File: src/rtl/gwc_pkg.sv
// Package: shared widths and pin-bundle type for the gain-word control latch.
// Assumes: the gain word width is fixed at build time by GW_WIDTH.
package gwc_pkg;
    localparam int GW_WIDTH   = 5;
    localparam int GW_STAGES  = 2;
    localparam int CTL_PINS   = 4;

    // Control pins in the order they are packed ahead of the parallel word.
    typedef struct packed {
        logic mode_ser;
        logic sdata;
        logic sclk;
        logic latch;
    } ctl_pins_t;
endpackage

File: src/rtl/gwc_sync.sv
// Module: gwc_sync
// Multi-stage synchronizer for a vector of asynchronous pins, plus one
// extra sample register so that rising edges can be found.
// Assumes: every input pulse lasts at least one clk period. Bits are
// synchronized independently, so the inputs must have settled before a
// consumer acts on them together.
module gwc_sync #(
    parameter int WIDTH  = 9,
    parameter int STAGES = 2
) (
    input  logic             clk,
    input  logic             rst_n,
    input  logic [WIDTH-1:0] async_i,
    output logic [WIDTH-1:0] sync_o,
    output logic [WIDTH-1:0] rise_o
);
    localparam int LAST = STAGES - 1;

    logic [WIDTH-1:0] stg [STAGES];
    logic [WIDTH-1:0] prev_q;

    // First stage samples the raw pins.
    always_ff @(posedge clk) begin
        if (!rst_n) stg[0] <= '0;
        else        stg[0] <= async_i;
    end

    genvar gi;
    generate
        for (gi = 1; gi < STAGES; gi++) begin : g_stage
            // Each later stage retimes the previous one.
            always_ff @(posedge clk) begin
                if (!rst_n) stg[gi] <= '0;
                else        stg[gi] <= stg[gi-1];
            end
        end
    endgenerate

    // Delayed copy of the synchronized value, used for edge detection.
    always_ff @(posedge clk) begin
        if (!rst_n) prev_q <= '0;
        else        prev_q <= stg[LAST];
    end

    assign sync_o = stg[LAST];
    assign rise_o = stg[LAST] & ~prev_q;
endmodule

File: src/rtl/gwc_in_reg.sv
// Module: gwc_in_reg
// Input register. In serial mode it shifts left, taking the new bit into
// bit 0 on each enabled shift event. In parallel mode it loads the
// parallel word on every cycle.
// Assumes: shift_en already carries the latch-enable mask.
module gwc_in_reg #(
    parameter int W = 5
) (
    input  logic         clk,
    input  logic         rst_n,
    input  logic         ser_mode,
    input  logic         shift_en,
    input  logic         sdata,
    input  logic [W-1:0] par_word,
    output logic [W-1:0] word_o
);
    logic [W-1:0] word_q;

    // Pick between parallel follow and serial shift.
    always_ff @(posedge clk) begin
        if (!rst_n)         word_q <= '0;
        else if (!ser_mode) word_q <= par_word;
        else if (shift_en)  word_q <= {word_q[W-2:0], sdata};
    end

    assign word_o = word_q;
endmodule

File: src/rtl/gwc_out_reg.sv
// Module: gwc_out_reg
// Output control register. While the level-sensitive load is high it is
// transparent to the next word. It raises a one-cycle strobe whenever its
// value changes.
// Assumes: load is already synchronized to clk.
module gwc_out_reg #(
    parameter int W = 5
) (
    input  logic         clk,
    input  logic         rst_n,
    input  logic         load,
    input  logic [W-1:0] next_word,
    output logic [W-1:0] gain_o,
    output logic         upd_o
);
    logic [W-1:0] gain_q;
    logic         upd_q;
    logic         differs;

    assign differs = (next_word != gain_q);

    // Hold the word, and take a new one only while load is high.
    always_ff @(posedge clk) begin
        if (!rst_n)                 gain_q <= '0;
        else if (load && differs)   gain_q <= next_word;
    end

    // Strobe for the cycle after a real change is committed.
    always_ff @(posedge clk) begin
        if (!rst_n) upd_q <= 1'b0;
        else        upd_q <= load && differs;
    end

    assign gain_o = gain_q;
    assign upd_o  = upd_q;
endmodule

File: src/rtl/gain_word_ctl.sv
// Module: gain_word_ctl (top)
// Front end for a serial/parallel gain word. It synchronizes all pins, masks
// the shift clock while latch enable is high, and moves the input register
// to the output register while latch enable is high.
// Assumes: clk is at least 4x faster than the shortest external pulse, and
// serial data is stable on the pin before the shift clock rises.
module gain_word_ctl
    import gwc_pkg::*;
#(
    parameter int W      = GW_WIDTH,
    parameter int STAGES = GW_STAGES
) (
    input  logic         clk,
    input  logic         rst_n,
    input  logic         mode_ser_i,
    input  logic         sdata_i,
    input  logic         sclk_i,
    input  logic         latch_i,
    input  logic [W-1:0] par_word_i,
    output logic [W-1:0] gain_o,
    output logic         gain_upd_o
);
    localparam int PINS = CTL_PINS + W;

    ctl_pins_t        ctl_raw, ctl_s, ctl_rise;
    logic [PINS-1:0]  pins_raw, pins_s, pins_rise;
    logic             mode_s, latch_s, shift_en;
    logic [W-1:0]     par_s, in_word;

    // Bundle the raw pins for the synchronizer.
    always_comb begin
        ctl_raw.mode_ser = mode_ser_i;
        ctl_raw.sdata    = sdata_i;
        ctl_raw.sclk     = sclk_i;
        ctl_raw.latch    = latch_i;
    end
    assign pins_raw = {ctl_raw, par_word_i};

    gwc_sync #(.WIDTH(PINS), .STAGES(STAGES)) u_sync (
        .clk     (clk),
        .rst_n   (rst_n),
        .async_i (pins_raw),
        .sync_o  (pins_s),
        .rise_o  (pins_rise)
    );

    assign ctl_s    = ctl_pins_t'(pins_s[PINS-1:W]);
    assign ctl_rise = ctl_pins_t'(pins_rise[PINS-1:W]);
    assign par_s    = pins_s[W-1:0];
    assign mode_s   = ctl_s.mode_ser;
    assign latch_s  = ctl_s.latch;

    // A shift-clock edge counts only in serial mode and only while latch enable is low.
    assign shift_en = mode_s && ctl_rise.sclk && !latch_s;

    gwc_in_reg #(.W(W)) u_in (
        .clk      (clk),
        .rst_n    (rst_n),
        .ser_mode (mode_s),
        .shift_en (shift_en),
        .sdata    (ctl_s.sdata),
        .par_word (par_s),
        .word_o   (in_word)
    );

    gwc_out_reg #(.W(W)) u_out (
        .clk       (clk),
        .rst_n     (rst_n),
        .load      (latch_s),
        .next_word (in_word),
        .gain_o    (gain_o),
        .upd_o     (gain_upd_o)
    );
endmodule

File: config.mk
export PLATFORM = sky130hd
export DESIGN_NAME = gain_word_ctl
export DESIGN_NICKNAME = d
export VERILOG_FILES = /design/src/rtl/gwc_pkg.sv /design/src/rtl/gwc_sync.sv /design/src/rtl/gwc_in_reg.sv /design/src/rtl/gwc_out_reg.sv /design/src/rtl/gain_word_ctl.sv
export SDC_FILE = /design/constraint.sdc
export NUM_CORES = 1
export LEC_CHECK = 0
export BUFFER_PORTS_ARGS = -buffer_cell sky130_fd_sc_hd__buf_2
export CORE_AREA = 8 8 58 60
export DETAILED_ROUTE_END_ITERATION = 7
export DIE_AREA = 0 0 66 68
export MAX_ROUTING_LAYER = met4
export SYNTH_ARGS = -nofsm -noshare
export SYNTH_HDL_FRONTEND = slang
export SYNTH_SLANG_ARGS = --single-unit
File: constraint.sdc
create_clock -name clk -period 1.3 [get_ports clk]
set_input_delay 0.325 -clock clk [delete_from_list [all_inputs] [get_ports clk]]
set_output_delay 0.325 -clock clk [all_outputs]
set_load 0.02 [all_outputs]
# After elaboration in Yosys (flattened, before gate mapping)
# Memories as Yosys holds them, arrays and structs flattened.
# Index checks and enable logic that the tools add are counted.
# word_totals
regBits,18
mem_bits_rw,18
inputBits,11
output_inout_bits,6
mem_count,1
# op_classes
n_eq_ne,2
n_mux,6
bitwise_logic,4
reduce_logical,4
# mem_list
memory,depth,width,rd,rd_ports_with_merged_regs,wr,line_no,rtl
u_sync.stg,2,9,2,0,2,gwc_sync.sv:19,logic [WIDTH-1:0] stg [STAGES];
# ops
op,count
$mux W9,2
$mux W5,2
$and A7 B7 Y7,1
$not A7 Y7,1
$ne A5 B5 Y1,1
$logic_and A1 B1 Y1,3
$mux W1,2
$ne A2 B1 Y1 const B,1
$or A1 B1 Y1,2
$logic_not A1 Y1,1

# Depth between registers and ports, before layout
# logic_depth
depth_word,6
depth_mapped,4
mapped_depth_nobuf,3

# Hierarchy
# Synthesis repeated with hierarchy kept, for this count alone.
# hier_totals
cells_unflattened,113
hier_area_um2,1297.5
# by_module_without_submodules
module,instances,cells_per_inst,area_each_um2,seq_area_each_um2
gwc_sync,1,65,804.5,540.5
gwc_out_reg,1,25,267.8,120.1
gwc_in_reg,1,22,216.5,100.1
gain_word_ctl,1,1,8.8,0.0

# Least setup slack after synthesis
# OpenSTA, ideal clock, no wires.
# synth_path
path_kind,register -> register
from,mem u_sync.stg[1][5]
to,"reg u_in.word_q[1], in the netlist u_in.word_o[1]"
setup_ps,120
t_arrival_ps,902
setup_slack_ps,278
path_stages_with_launch,5
period_less_slack_ps,1022
path_cell_list,dfxtp_1 -> buf_6 -> nor3b_4 -> or2b_4 -> a21oi_2
# synth_rtl
element,line_no,rtl
start: declaration,gwc_sync.sv:19,
end signal: assignment,gwc_in_reg.sv:22,else if (!ser_mode) word_q <= par_word;
end signal: assignment,gwc_in_reg.sv:23,"else if (shift_en) word_q <= {word_q[W-2:0], sdata};"
end: declaration,gwc_in_reg.sv:17,logic [W-1:0] word_q;

# Worst setup path after layout
# layout_path
from,"reg u_out.gain_q[3], in the netlist u_out.gain_o[3]"
to,out gain_o[3]
# layout_rtl
element,line_no,rtl
start: declaration,gwc_out_reg.sv:16,logic [W-1:0] gain_q;
start signal: assignment,gwc_out_reg.sv:25,else if (load && differs) gain_q <= next_word;
end: declaration,gain_word_ctl.sv:20,"output logic [W-1:0] gain_o,"
# No word-level cell between the ends.

==> impl_metrics.yaml <==
run_status:
  status: "completed"
logic_synthesis:
  synth_async_sr_flop_share_pct: 0
  yosys-top-cells-area: "dfxtp_1 (57%), and2_1 (11%), mux2i_1 (5.7%), a21oi_2 (4.2%), nand2b_1 (3.0%)"
  syn_nets: 105
  synth_common_cells: "dfxtp_1 (30), and2_1 (19), mux2i_1 (6)"
  ys.flop_type: "dfxtp_1"
  ys_types: 18
  synth_area_mm2: 0.00105
  ys_warn_count: 0
  syn_area_per_cell_um2: 11.1
  synth_top_area_share_pct: 57.3
  syn_inst: 94
  yosys.area.top_type: "dfxtp_1"
  ys_seq_area_share_pct: 57.3
  synth-seq-cells: 30
  synth.most_common_cell: "dfxtp_1"
  synth_edf_count: 0
critical_path:
  worstSetupStartpointType: "register"
  max_stage_delay_ns: 0.38
  worst-path-stages: 1
  critPathCaptureType: "output pin"
  worstRegToRegCells: 2
  critPathArrivalTime_ns: 0.88
  worstReg2RegStart: "u_sync.stg[1][8]"
  crit_start: "u_out.gain_o[3]"
  path_cells: "buf_2"
  crit_fanout: 3
  crit_family: "flip-flops"
  slowest_stage: "dfxtp_1"
  required_ns: 0.98
  critPathCapture: "gain_o[3]"
  worst-setup-path-type: "reg -> out"
  r2r-end: "u_in.word_o[2]"
  worstPathBufferInverterCount: 1
  r2r_slack_ns: 0.24
pwr:
  p_comb_share_pct: 6.6
  seqPwrFrac_pct: 59.5
  p_switching_w: 0.000366
  ir_worst_vdd_mv: 0.828
  power.leakage_nw: 0.496
  power_density_mw_per_mm2: 1360
  clkPwrFrac_pct: 33.9
  netSwitchingFraction_pct: 22.3
  internal_power_w: 0.00128
grt:
  grtUsageTotal_pct: 8.05
  grt_max_degree: 31
  grt_overflow: 0
  grt_pass1_wl_um: 2590
  antenna_found_initial: 0
  grt_pass1_vias: 639
sta:
  period_share_pct: 92.8
  fin_tns_setup_ns: 0
  setup_viol: 0
  min_period_ns: 1.21
  fin_worst_skew_ns: 0.00656
  finalHoldViolCount: 0
  worst_pin_slew_ns: 0.387
  maxSlewViolCount: 0
  rsz0062_at_grt: "false"
  slew_headroom_pct: 74.2
  max_freq_ghz: 0.829
clock_network:
  cts_resized: 0
  clockRootBuffer: "clkbuf_4"
  cts_buffers: 5
  cts_sinks: 30
  h-tree-depth: 2
  cts_hold_buf: 0
  cts_setup_buffers: 0
  path_clk_slew_ns: 0.09
  worst_skew_pair.late_latency_ns: 0.31
  cts_tree: "done"
  clock_path_buffers: 2
drt:
  wire_per_inst_um: 10.6
  dr.pass1.iters: 4
  ant_nets: 0
  drc: 0
  num_vias: 668
  drt-initial-drc-count: 20
  routed_wl_um: 1540
  viasPerCell: 4.61
floorplanning:
  pin_count: 17
  start_util_pct: 40.8
  die-width_um: 66
  die_h_um: 68
  die_area_mm2: 0.00449
  core_area_mm2: 0.00257
  row_count: 19
worst_hold_path:
  hold_path.class: "in -> reg"
final_layout:
  drive_gt1_share_pct: 27.2
  n_antenna_cell: 0
  utilization_pct: 47.0
  area_growth_pct: 15.2
  fin_nets: 124
placement:
  port_buffers: 16
  gp_congestion: 0.719
  hpwlAfterDp_um: 1030
job:
  cap_violations: 0
layout by cell type (no fill, tap or decap), drive strengths merged:
master and instances:
dfxtp 30, or2b 1, a21oi 5, and2 19, nand2b 5, nor3 1
buf 17, nand2 1, xnor2 2, clkinv 1, clkbuf 7, nor3b 1
mux2i 6, xor2 3, o21ai 9, a31oi 1, nor2b 5
registers in the layout (all words and copies together), names as in the netlist:
register,cells
u_sync.stg,18
u_in.word_o,5
u_out.gain_o,5
u_out.upd_o,1
u_sync.prev_q,1
worst min-delay path by stage:
| stage | startpoint | to | slack, ns | cells past startpoint |
|---|---|---|---|---|
| after CTS | par_word_i[4] | u_sync.stg[0][4] | 0.20 | 2 |
| after floorplan | u_sync.stg[0][6] | u_sync.stg[1][6] | 0.41 | 1 |
| after detailed placement | u_sync.stg[0][5] | u_sync.stg[1][5] | 0.42 | 1 |
| after global placement | u_sync.stg[0][6] | u_sync.stg[1][6] | 0.41 | 1 |
| final | par_word_i[4] | u_sync.stg[0][4] | 0.21 | 2 |
| after global routing | sclk_i | u_sync.stg[0][6] | 0.19 | 2 |
final cells by class:
cell class                      instances  area, um2
Clock buffer                            7       55.1
Sequential cell                        30        601
Tap cell                               31       38.8
Clock inverter                          1       5.00
Timing Repair Buffer                   17       87.6
Multi-Input combinational cell         59        419
Fill cell                             239       1360
power by group through the flow:
stage               combinational (W)  sequential, W  clock (W)
floorplan                   0.0000838       0.000996          0
global placement             0.000107       0.000999          0
detailed placement           0.000110        0.00100          0
CTS                          0.000110       0.000978   0.000580
global route                 0.000120       0.000984   0.000620
finish                       0.000108       0.000978   0.000558
metrics by stage:
stage | power [W] | setup WS (ns) | cells | area, um2 | hold WS (ns)
2_1_floorplan | 0.00108 | 0.278 | 94 | 1050 | 0.406
3_3_place_gp | 0.00111 | 0.299 | 137 | 1150 | 0.410
3_5_place_dp | 0.00111 | 0.259 | 137 | 1150 | 0.420
4_1_cts | 0.00167 | 0.0744 | 145 | 1210 | 0.196
5_1_grt | 0.00172 | 0.0296 | 145 | 1210 | 0.191
6_report | 0.00164 | 0.0937 | 145 | 1210 | 0.212
routing by layer:
metal | up-vias | wire length, um | GRT usage [%]
li1 | 346 | - | -
met1 | 300 | 697 | 7.51
met2 | 17 | 697 | 12.4
met3 | 5 | 106 | 4.58
met4 | 0 | 36 | 5.60
met5 | - | 0 | -
cells by family after synthesis:
kind of cell / Yosys count / synth area share, %
simple gates: 33 / 21.0
flops: 30 / 57.3
compound gates: 15 / 9.08
mux: 6 / 5.73
xor+xnor: 5 / 4.18
buf+inv: 5 / 2.63
worst register-to-register path, cell delays in order, from the launching register on:
cell	delay, ns
dfxtp_1	0.53
or2b_4	0.36
a21oi_2	0.12
(Power assumes the default switching activity.)
